`config.mk`:
```
export PLATFORM = sky130hd
export DESIGN_NAME = gpio_port
export DESIGN_NICKNAME = d
export VERILOG_FILES = /design/src/rtl/gpio_port_pkg.sv /design/src/rtl/gpio_port_ctrl.sv /design/src/rtl/gpio_port_dp.sv /design/src/rtl/gpio_port.sv
export SDC_FILE = /design/constraint.sdc
export NUM_CORES = 1
export LEC_CHECK = 0
export BUFFER_PORTS_ARGS = -buffer_cell sky130_fd_sc_hd__buf_2
export CAP_MARGIN = 20
export CORE_MARGIN = 2
export CORE_UTILIZATION = 48
export CTS_BUF_LIST = sky130_fd_sc_hd__clkbuf_4 sky130_fd_sc_hd__clkbuf_8
export CTS_CLUSTER_DIAMETER = 80
export CTS_CLUSTER_SIZE = 16
export DETAILED_ROUTE_END_ITERATION = 12
export GPL_ROUTABILITY_DRIVEN = 0
export PLACE_DENSITY = 0.77
export SYNTH_ARGS = -nofsm -noshare
export SYNTH_HDL_FRONTEND = slang
export SYNTH_SLANG_ARGS = --single-unit
```
`constraint.sdc`:
```
create_clock -name clk -period 1.19 [get_ports clk]
set_input_delay 0.119 -clock clk [delete_from_list [all_inputs] [get_ports clk]]
set_output_delay 0.119 -clock clk [all_outputs]
set_load 0.03 [all_outputs]
```
`src/rtl/gpio_port_pkg.sv`:
```
package gpio_port_pkg;

  typedef enum logic [1:0] {
    RD_DATA = 2'd0,
    RD_DIR  = 2'd1,
    RD_PULL = 2'd2,
    RD_NONE = 2'd3
  } rdSel_e;

  typedef struct packed {
    logic   wrData;
    logic   wrDir;
    logic   wrPull;
    logic   rdEn;
    rdSel_e rdSel;
  } busStrobe_t;

endpackage

```
`src/rtl/gpio_port_ctrl.sv`:
```
module gpio_port_ctrl
  import gpio_port_pkg::*;
#(
  parameter int ADDR_W = 4,
  parameter logic [ADDR_W-1:0] DATA_OFS = 'h0,
  parameter logic [ADDR_W-1:0] DIR_OFS  = 'h4,
  parameter logic [ADDR_W-1:0] PULL_OFS = 'h8
) (
  input  logic [ADDR_W-1:0] busAddr,
  input  logic              busWrEn,
  input  logic              busRdEn,
  output busStrobe_t        strobe
);

  logic hitData;
  logic hitDir;
  logic hitPull;

  assign hitData = (busAddr == DATA_OFS);
  assign hitDir  = (busAddr == DIR_OFS);
  assign hitPull = (busAddr == PULL_OFS);

  always_comb begin
    strobe.wrData = busWrEn && hitData;
    strobe.wrDir  = busWrEn && hitDir;
    strobe.wrPull = busWrEn && hitPull;
    strobe.rdEn   = busRdEn;
    if (hitData)      strobe.rdSel = RD_DATA;
    else if (hitDir)  strobe.rdSel = RD_DIR;
    else if (hitPull) strobe.rdSel = RD_PULL;
    else              strobe.rdSel = RD_NONE;
  end

endmodule

```
`src/rtl/gpio_port_dp.sv`:
```
module gpio_port_dp
  import gpio_port_pkg::*;
#(
  parameter int WIDTH       = 8,
  parameter int SYNC_STAGES = 2
) (
  input  logic             clk,
  input  logic             rstN,
  input  busStrobe_t       strobe,
  input  logic [WIDTH-1:0] wrData,
  input  logic [WIDTH-1:0] padIn,
  output logic [WIDTH-1:0] rdData,
  output logic [WIDTH-1:0] padOut,
  output logic [WIDTH-1:0] padOe,
  output logic [WIDTH-1:0] padPullEn
);

  localparam int LAST_STAGE = SYNC_STAGES - 1;

  logic [WIDTH-1:0] latchQ;
  logic [WIDTH-1:0] dirQ;
  logic [WIDTH-1:0] pullQ;
  logic [WIDTH-1:0] syncQ [SYNC_STAGES];
  logic [WIDTH-1:0] pinLevel;
  logic [WIDTH-1:0] mixedData;
  logic [WIDTH-1:0] readNext;

  // Control registers
  always_ff @(posedge clk or negedge rstN) begin
    if (!rstN) begin
      latchQ <= '0;
      dirQ   <= '0;
      pullQ  <= '0;
    end else begin
      if (strobe.wrData) latchQ <= wrData;
      if (strobe.wrDir)  dirQ   <= wrData;
      if (strobe.wrPull) pullQ  <= wrData;
    end
  end

  // Pin synchronizer chain
  generate
    for (genvar s = 0; s < SYNC_STAGES; s++) begin : g_sync
      always_ff @(posedge clk or negedge rstN) begin
        if (!rstN) syncQ[s] <= '0;
        else if (s == 0) syncQ[s] <= padIn;
        else syncQ[s] <= syncQ[(s == 0) ? 0 : s-1];
      end
    end
  endgenerate

  assign pinLevel = syncQ[LAST_STAGE];

  // Per-bit read mix: driven pins report the latch, input pins the pin
  generate
    for (genvar b = 0; b < WIDTH; b++) begin : g_mix
      assign mixedData[b] = dirQ[b] ? latchQ[b] : pinLevel[b];
    end
  endgenerate

  always_comb begin
    case (strobe.rdSel)
      RD_DATA: readNext = mixedData;
      RD_DIR:  readNext = dirQ;
      RD_PULL: readNext = pullQ;
      default: readNext = '0;
    endcase
  end

  always_ff @(posedge clk or negedge rstN) begin
    if (!rstN)            rdData <= '0;
    else if (strobe.rdEn) rdData <= readNext;
  end

  assign padOut    = latchQ;
  assign padOe     = dirQ;
  assign padPullEn = pullQ & ~dirQ;


  dir_write_chk: assert property (@(posedge clk) disable iff (!rstN)
    strobe.wrDir |=> padOe == $past(wrData));


  latch_write_chk: assert property (@(posedge clk) disable iff (!rstN)
    strobe.wrData |=> padOut == $past(wrData));


  rd_hold_chk: assert property (@(posedge clk) disable iff (!rstN)
    !strobe.rdEn |=> $stable(rdData));


  preload_chk: assert property (@(posedge clk) disable iff (!rstN)
    (strobe.wrDir && !strobe.wrData) |=> padOut == $past(padOut));

endmodule

```
`src/rtl/gpio_port.sv`:
```
module gpio_port
  import gpio_port_pkg::*;
#(
  parameter int WIDTH       = 8,
  parameter int ADDR_W      = 4,
  parameter int SYNC_STAGES = 2,
  parameter logic [ADDR_W-1:0] DATA_OFS = 'h0,
  parameter logic [ADDR_W-1:0] DIR_OFS  = 'h4,
  parameter logic [ADDR_W-1:0] PULL_OFS = 'h8
) (
  input  logic              clk,
  input  logic              rstN,
  input  logic [ADDR_W-1:0] busAddr,
  input  logic              busWrEn,
  input  logic [WIDTH-1:0]  busWrData,
  input  logic              busRdEn,
  output logic [WIDTH-1:0]  busRdData,
  input  logic [WIDTH-1:0]  padIn,
  output logic [WIDTH-1:0]  padOut,
  output logic [WIDTH-1:0]  padOe,
  output logic [WIDTH-1:0]  padPullEn
);

  busStrobe_t strobe;

  gpio_port_ctrl #(
    .ADDR_W(ADDR_W), .DATA_OFS(DATA_OFS), .DIR_OFS(DIR_OFS), .PULL_OFS(PULL_OFS)
  ) i_ctrl (
    .busAddr(busAddr),
    .busWrEn(busWrEn),
    .busRdEn(busRdEn),
    .strobe (strobe)
  );

  gpio_port_dp #(
    .WIDTH(WIDTH), .SYNC_STAGES(SYNC_STAGES)
  ) i_dp (
    .clk      (clk),
    .rstN     (rstN),
    .strobe   (strobe),
    .wrData   (busWrData),
    .padIn    (padIn),
    .rdData   (busRdData),
    .padOut   (padOut),
    .padOe    (padOe),
    .padPullEn(padPullEn)
  );


  unmapped_wr_chk: assert property (@(posedge clk) disable iff (!rstN)
    (busWrEn && busAddr != DATA_OFS && busAddr != DIR_OFS && busAddr != PULL_OFS)
    |=> ($stable(padOut) && $stable(padOe) && $stable(padPullEn)));

endmodule

```
Word level (Yosys, flattened, before mapping). Cells that the tools add are included. W data, S select, Z words.

Multiplexer cells: 12. Reductions and logical operators: 5. Eq/ne operators: 4. Bitwise gates (word level): 2.

Operator list (number): $pmux W8 S3 (1); $mux W1 (9); $and A8 B8 Y8 (1); $not A8 Y8 (1); $eq A4 B3 Y1 const B (1); $eq A4 B4 Y1 const B (1); $logic_not A4 Y1 (1); $mux W2 (2); $logic_and A1 B1 Y1 (3); $eq A2 B1 Y1 const B (1); $eq A2 B2 Y1 const B (1); $logic_not A2 Y1 (1).

Word-level logic and storage cells: 29. Input bits: 24. Register bits: 48.

Longest topological paths before layout.
Depth in word-level cells: 6. Gate-level depth with buffers: 4. Depth with buffers taken out: 3.

By module. A second synthesis with hierarchy kept.

Cell total of the unflattened synthesis: 139. Area, all modules: 2048.2 sq um.

Modules (own cells, without submodules): gpio_port_dp (area an instance 1989.4 sq um, seq. area each 1201.2 sq um, times used 1, cells each 131); gpio_port_ctrl (area an instance 58.8 sq um, seq. area each 0.0 sq um, times used 1, cells each 8).

Worst setup path after synthesis. Ideal clock, no wire load.

Kind: flip-flop to flip-flop. From: reg i_dp.dirQ[6], in the netlist i_dp.padOe[6]. To: reg i_dp.rdData[6]. Buffers on the path: 0. Cell stages (with the launch flop): 4. Slack: -0.185 ns. Period minus slack after synthesis: 1.375 ns. Data required time: 1.052 ns. Arrival time: 1.237 ns. Cells stage by stage: dfrtp_1 mux2_2 a221oi_2 o22ai_1.

Longest elaborated chain between the ends: 2.

Ends and longest elaborated chain: start, declared (RTL line gpio_port_dp.sv:21) `logic [WIDTH-1:0] dirQ;`; start signal, assigned (RTL line gpio_port_dp.sv:36) `if (strobe.wrDir) dirQ <= wrData;`; $mux W1 (RTL line gpio_port_dp.sv:57) `assign mixedData[b] = dirQ[b] ? latchQ[b] : pinLevel[b];`; $pmux W8 S3 * (RTL line gpio_port_dp.sv:62) `case (strobe.rdSel)`; end signal, assigned (RTL line gpio_port_dp.sv:72) `else if (strobe.rdEn) rdData <= readNext;`; end, declared (RTL line gpio_port_dp.sv:12) `output logic [WIDTH-1:0] rdData,`.

Mark *: on every way between the ends. The rest lies on a longest branch, timed or not. A chain may end at the register's enable or synchronous reset.

Worst setup path after layout.
From: reg i_dp.dirQ[5], in the netlist i_dp.padOe[5]. To: out padPullEn[5].

Longest elaborated chain between the ends: 2.

Ends and longest elaborated chain: $not A8 Y8 (RTL line gpio_port_dp.sv:77) `assign padPullEn = pullQ & ~dirQ;`; $and A8 B8 Y8 (RTL line gpio_port_dp.sv:77); end, declared (RTL line gpio_port.sv:21) `output logic [WIDTH-1:0] padPullEn`.

Every way passes these cells.

==> impl_metrics.py <==
metrics = {
    "routing": {
        "drc": 0,
        "drt_first_pass_iters": 4,
        "wl_um": 4473,
        "wl_met1_um": 1900,
        "wl_per_cell_um": 16.51,
        "detailroute.wirelength.met3_um": 246,
        "top_layer": "met4",
        "drtAntennaViolNets": 0,
        "vias": 1442,
        "drtIter0Drc": 83,
        "met2_length_um": 2239,
        "vias_per_cell": 5.321,
    },
    "pwr": {
        "p_clk_share_pct": 22.0,
        "swShare_pct": 32.89,
        "vdd_drop_max_mv": 1.136,
        "comb_power_share_pct": 31.5,
        "p_leak_nw": 1.306,
        "seqPwrFrac_pct": 46.6,
        "p_per_area_nw_per_um2": 1603,
        "p_int_w": 0.002973,
        "switching_power_w": 0.001458,
    },
    "floorplanning": {
        "die_area_um2": 4709,
        "io_pins": 56,
        "die_x_um": 68.62,
        "initial_utilization_pct": 50.11,
        "num_rows": 23,
        "fp.dieH_um": 68.62,
        "core_um2": 4000,
    },
    "clocking": {
        "insertion_delay_ns": 0.29,
        "cts_tree": "yes",
        "htreeDepth": 2,
        "cts_max_path_buffers": 2,
        "root_buffer": "clkbuf_8",
        "cts_sinks": 48,
        "cts_made_buffers": 5,
        "clkTransAtPathRegs_ns": 0.08,
    },
    "finish": {
        "n_fill_cell": 298,
        "antennaDiodeCount": 0,
        "fin_nets": 244,
        "final_cells": 271,
        "drive_gt1_share_pct": 64.25,
        "area_growth_syn_to_layout_pct": 37.89,
    },
    "grt": {
        "grt_pass1_wl_um": 6810,
        "grt_overflow": 0,
        "track_usage_pct": 20.51,
        "grt_max_degree": 49,
        "antenna_found_initial": 0,
        "grt_pass1_vias": 1487,
    },
    "sta": {
        "rsz0062_at_grt": "true",
        "finClkSkew_ns": 0.007518,
        "slew_headroom_pct": 71.45,
        "fmax_ghz": 0.7918,
        "setup_viol": 4,
        "fin_ws_ns": -0.07288,
        "finalCriticalPeriod_ns": 1.263,
        "tightest_slew_ns": 0.4270,
        "finalHoldViolCount": 0,
        "min_period_over_period_pct": 106.1,
        "report.final.slew_viol_count": 0,
    },
    "critical_path": {
        "worstSetupStartpoint": "i_dp.padOe[5]",
        "crit_buf_inv": 2,
        "cp_max_fo": 4,
        "slowest_stage": "dfrtp_2",
        "crit_chain": "buf_6 -> nor2b_1 -> buf_4",
        "crit_path_start_kind": "flip-flop",
        "end_kind": "output port",
        "timing.rr.start": "i_dp.padOe[6]",
        "crit_required_ns": 1.07,
        "crit_family": "flip-flops",
        "crit_type": "reg2out",
        "worst_ep_arrival_time_ns": 1.14,
        "critPathMaxStageDelay_ns": 0.42,
    },
    "synthesis": {
        "synthSimpleGateAreaFrac_pct": 12.30,
        "synth_compound_area_share_pct": 7.179,
        "synth_seq_area_share_pct": 59.93,
        "muxShareOfSynthArea_pct": 17.98,
        "yosysWarningCount": 0,
        "synth_top_family_by_area": "multiplexers",
        "synth_cell_types": 25,
        "ys_ff_latch": 48,
        "synth_cells": 134,
        "synth_area_um2": 2004,
        "synth_xor_area_share_pct": 0,
        "syn_nets": 158,
        "avgSynthCellArea_um2": 14.96,
        "synth_adder_area_share_pct": 0,
    },
    "status": {
        "violations": "negative setup slack",
        "status": "complete, but fails checks",
    },
    "place": {
        "dp.cells": 250,
        "preCtsSetupSlack_ns": -0.08977,
        "port-buffer-count": 55,
        "dp_hpwl_um": 3115,
    },
    "worst_hold_path": {
        "hold_path.startpoint": "busWrData[5]",
        "hold_path_class": "in2reg",
    },
    "job": {
        "maxCapViolCount": 0,
    },
}
[cell usage after synthesis (all sizes together)]
cell | number | share of area [%]
nor4 | 1 | 1.1
mux2 | 32 | 18
o22ai | 3 | 0.94
nor2b | 9 | 3.2
clkbuf | 1 | 0.19
nor4b | 2 | 1.9
and3b | 3 | 1.5
a221oi | 3 | 1.6
buf | 2 | 0.94
a22oi | 5 | 2.1
dfrtp | 48 | 60
nand2 | 1 | 0.19
nor2 | 2 | 0.75
o221ai | 5 | 2.5
nand4b | 1 | 1.2
inv | 8 | 1.5
nand3 | 8 | 2.5
[layout by cell type, fill, tap and decap left out, drive strengths merged, types with 3 or more instances in the layout]
cell type / Yosys / final
dlygate4sd3: 0 / 9
a22oi: 5 / 5
o221ai: 5 / 5
inv: 8 / 8
nand3: 8 / 8
o22ai: 3 / 3
and3b: 3 / 3
nor2b: 9 / 9
dfrtp: 48 / 48
mux2: 32 / 32
a221oi: 3 / 3
buf: 2 / 72
clkbuf: 1 / 8
[final cells by class]
type / instances / area (µm²) / share of cell area (%)
Multi-Input combinational cell: 75 / 808.3 / 29.24
Tap cell: 50 / 62.56 / 2.263
Sequential cell: 48 / 1211 / 43.82
Timing Repair Buffer: 82 / 559.3 / 20.24
Clock inverter: 1 / 8.758 / 0.3169
Clock buffer: 7 / 83.83 / 3.033
Inverter: 8 / 30.03 / 1.086
[worst register-to-register path, delay by kind of cell (launching register included)]
family,cells,cell delay (ns)
compound gates,2,0.34
flops,1,0.43
mux,1,0.31
[metrics by stage]
step,util (%),instance area [µm²],hold WS (ns),power [W],TNS (ns)
floorplan,-,2042,-0.1766,0.002890,-0.09428
global placement,62.18,2487,0.1136,0.003285,-0.4405
detailed placement,62.18,2487,0.1196,0.003338,-0.8647
CTS,67.25,2690,0.07668,0.004358,-0.1199
global route,69.10,2764,0.08006,0.004631,-0.3454
finish,69.10,2764,0.08299,0.004431,-0.1210
[cell families (layout without fill, tap and decap cells)]
| kind of cell | after synthesis | count (layout) |
|---|---|---|
| flip-flops | 48 | 48 |
| AND/OR/NAND/NOR | 27 | 27 |
| multiplexers | 32 | 32 |
| AO/OA/AOI/OAI | 16 | 16 |
| buffers and inverters | 11 | 98 |
[worst paths after layout]
check | slack (ns) | to | cells after the start
setup / recovery | -0.07 | padPullEn[5] | 3
hold / removal | 0.08 | i_dp.pullQ[5] | 2
setup reg to reg | -0.03 | i_dp.rdData[6] | 3
hold reg to reg | 0.36 | i_dp.pinLevel[4] | 0
max in group asynchronous | 0.59 | i_dp.padOe[6] | 3
min in group asynchronous | 0.36 | i_dp.pinLevel[5] | 3
[power by group through the flow]
stage               sequential [W]  clock (W)  combinational, W
floorplan                  0.00234          0          0.000549
global placement           0.00207          0           0.00122
detailed placement         0.00209          0           0.00125
CTS                        0.00206   0.000993           0.00131
global route               0.00209    0.00106           0.00148
finish                     0.00206   0.000974           0.00139
[metal layers]
layer,GRT usage (%),vias up
li1,-,660
met1,26.05,724
met2,32.21,48
met3,6.006,10
met4,9.750,0
met5,0,-
[state kept, by name, summed over array words and instances, names as in the netlist]
name,flops
i_dp.rdData,8
i_dp.pinLevel,8
i_dp.syncQ,8
i_dp.pullQ,8
i_dp.padOut,8
i_dp.padOe,8
[what timing repair did]
item | CTS | global route
pin swaps | 1 | 0
gates resized for setup | 4 | 19
hold buffers | 9 | 0
setup buffers | 1 | 3
setup endpoints to repair | 5 | 15
hold endpoints to repair | 56 | 0
No activity file was read; power rests on OpenSTA's default activity.
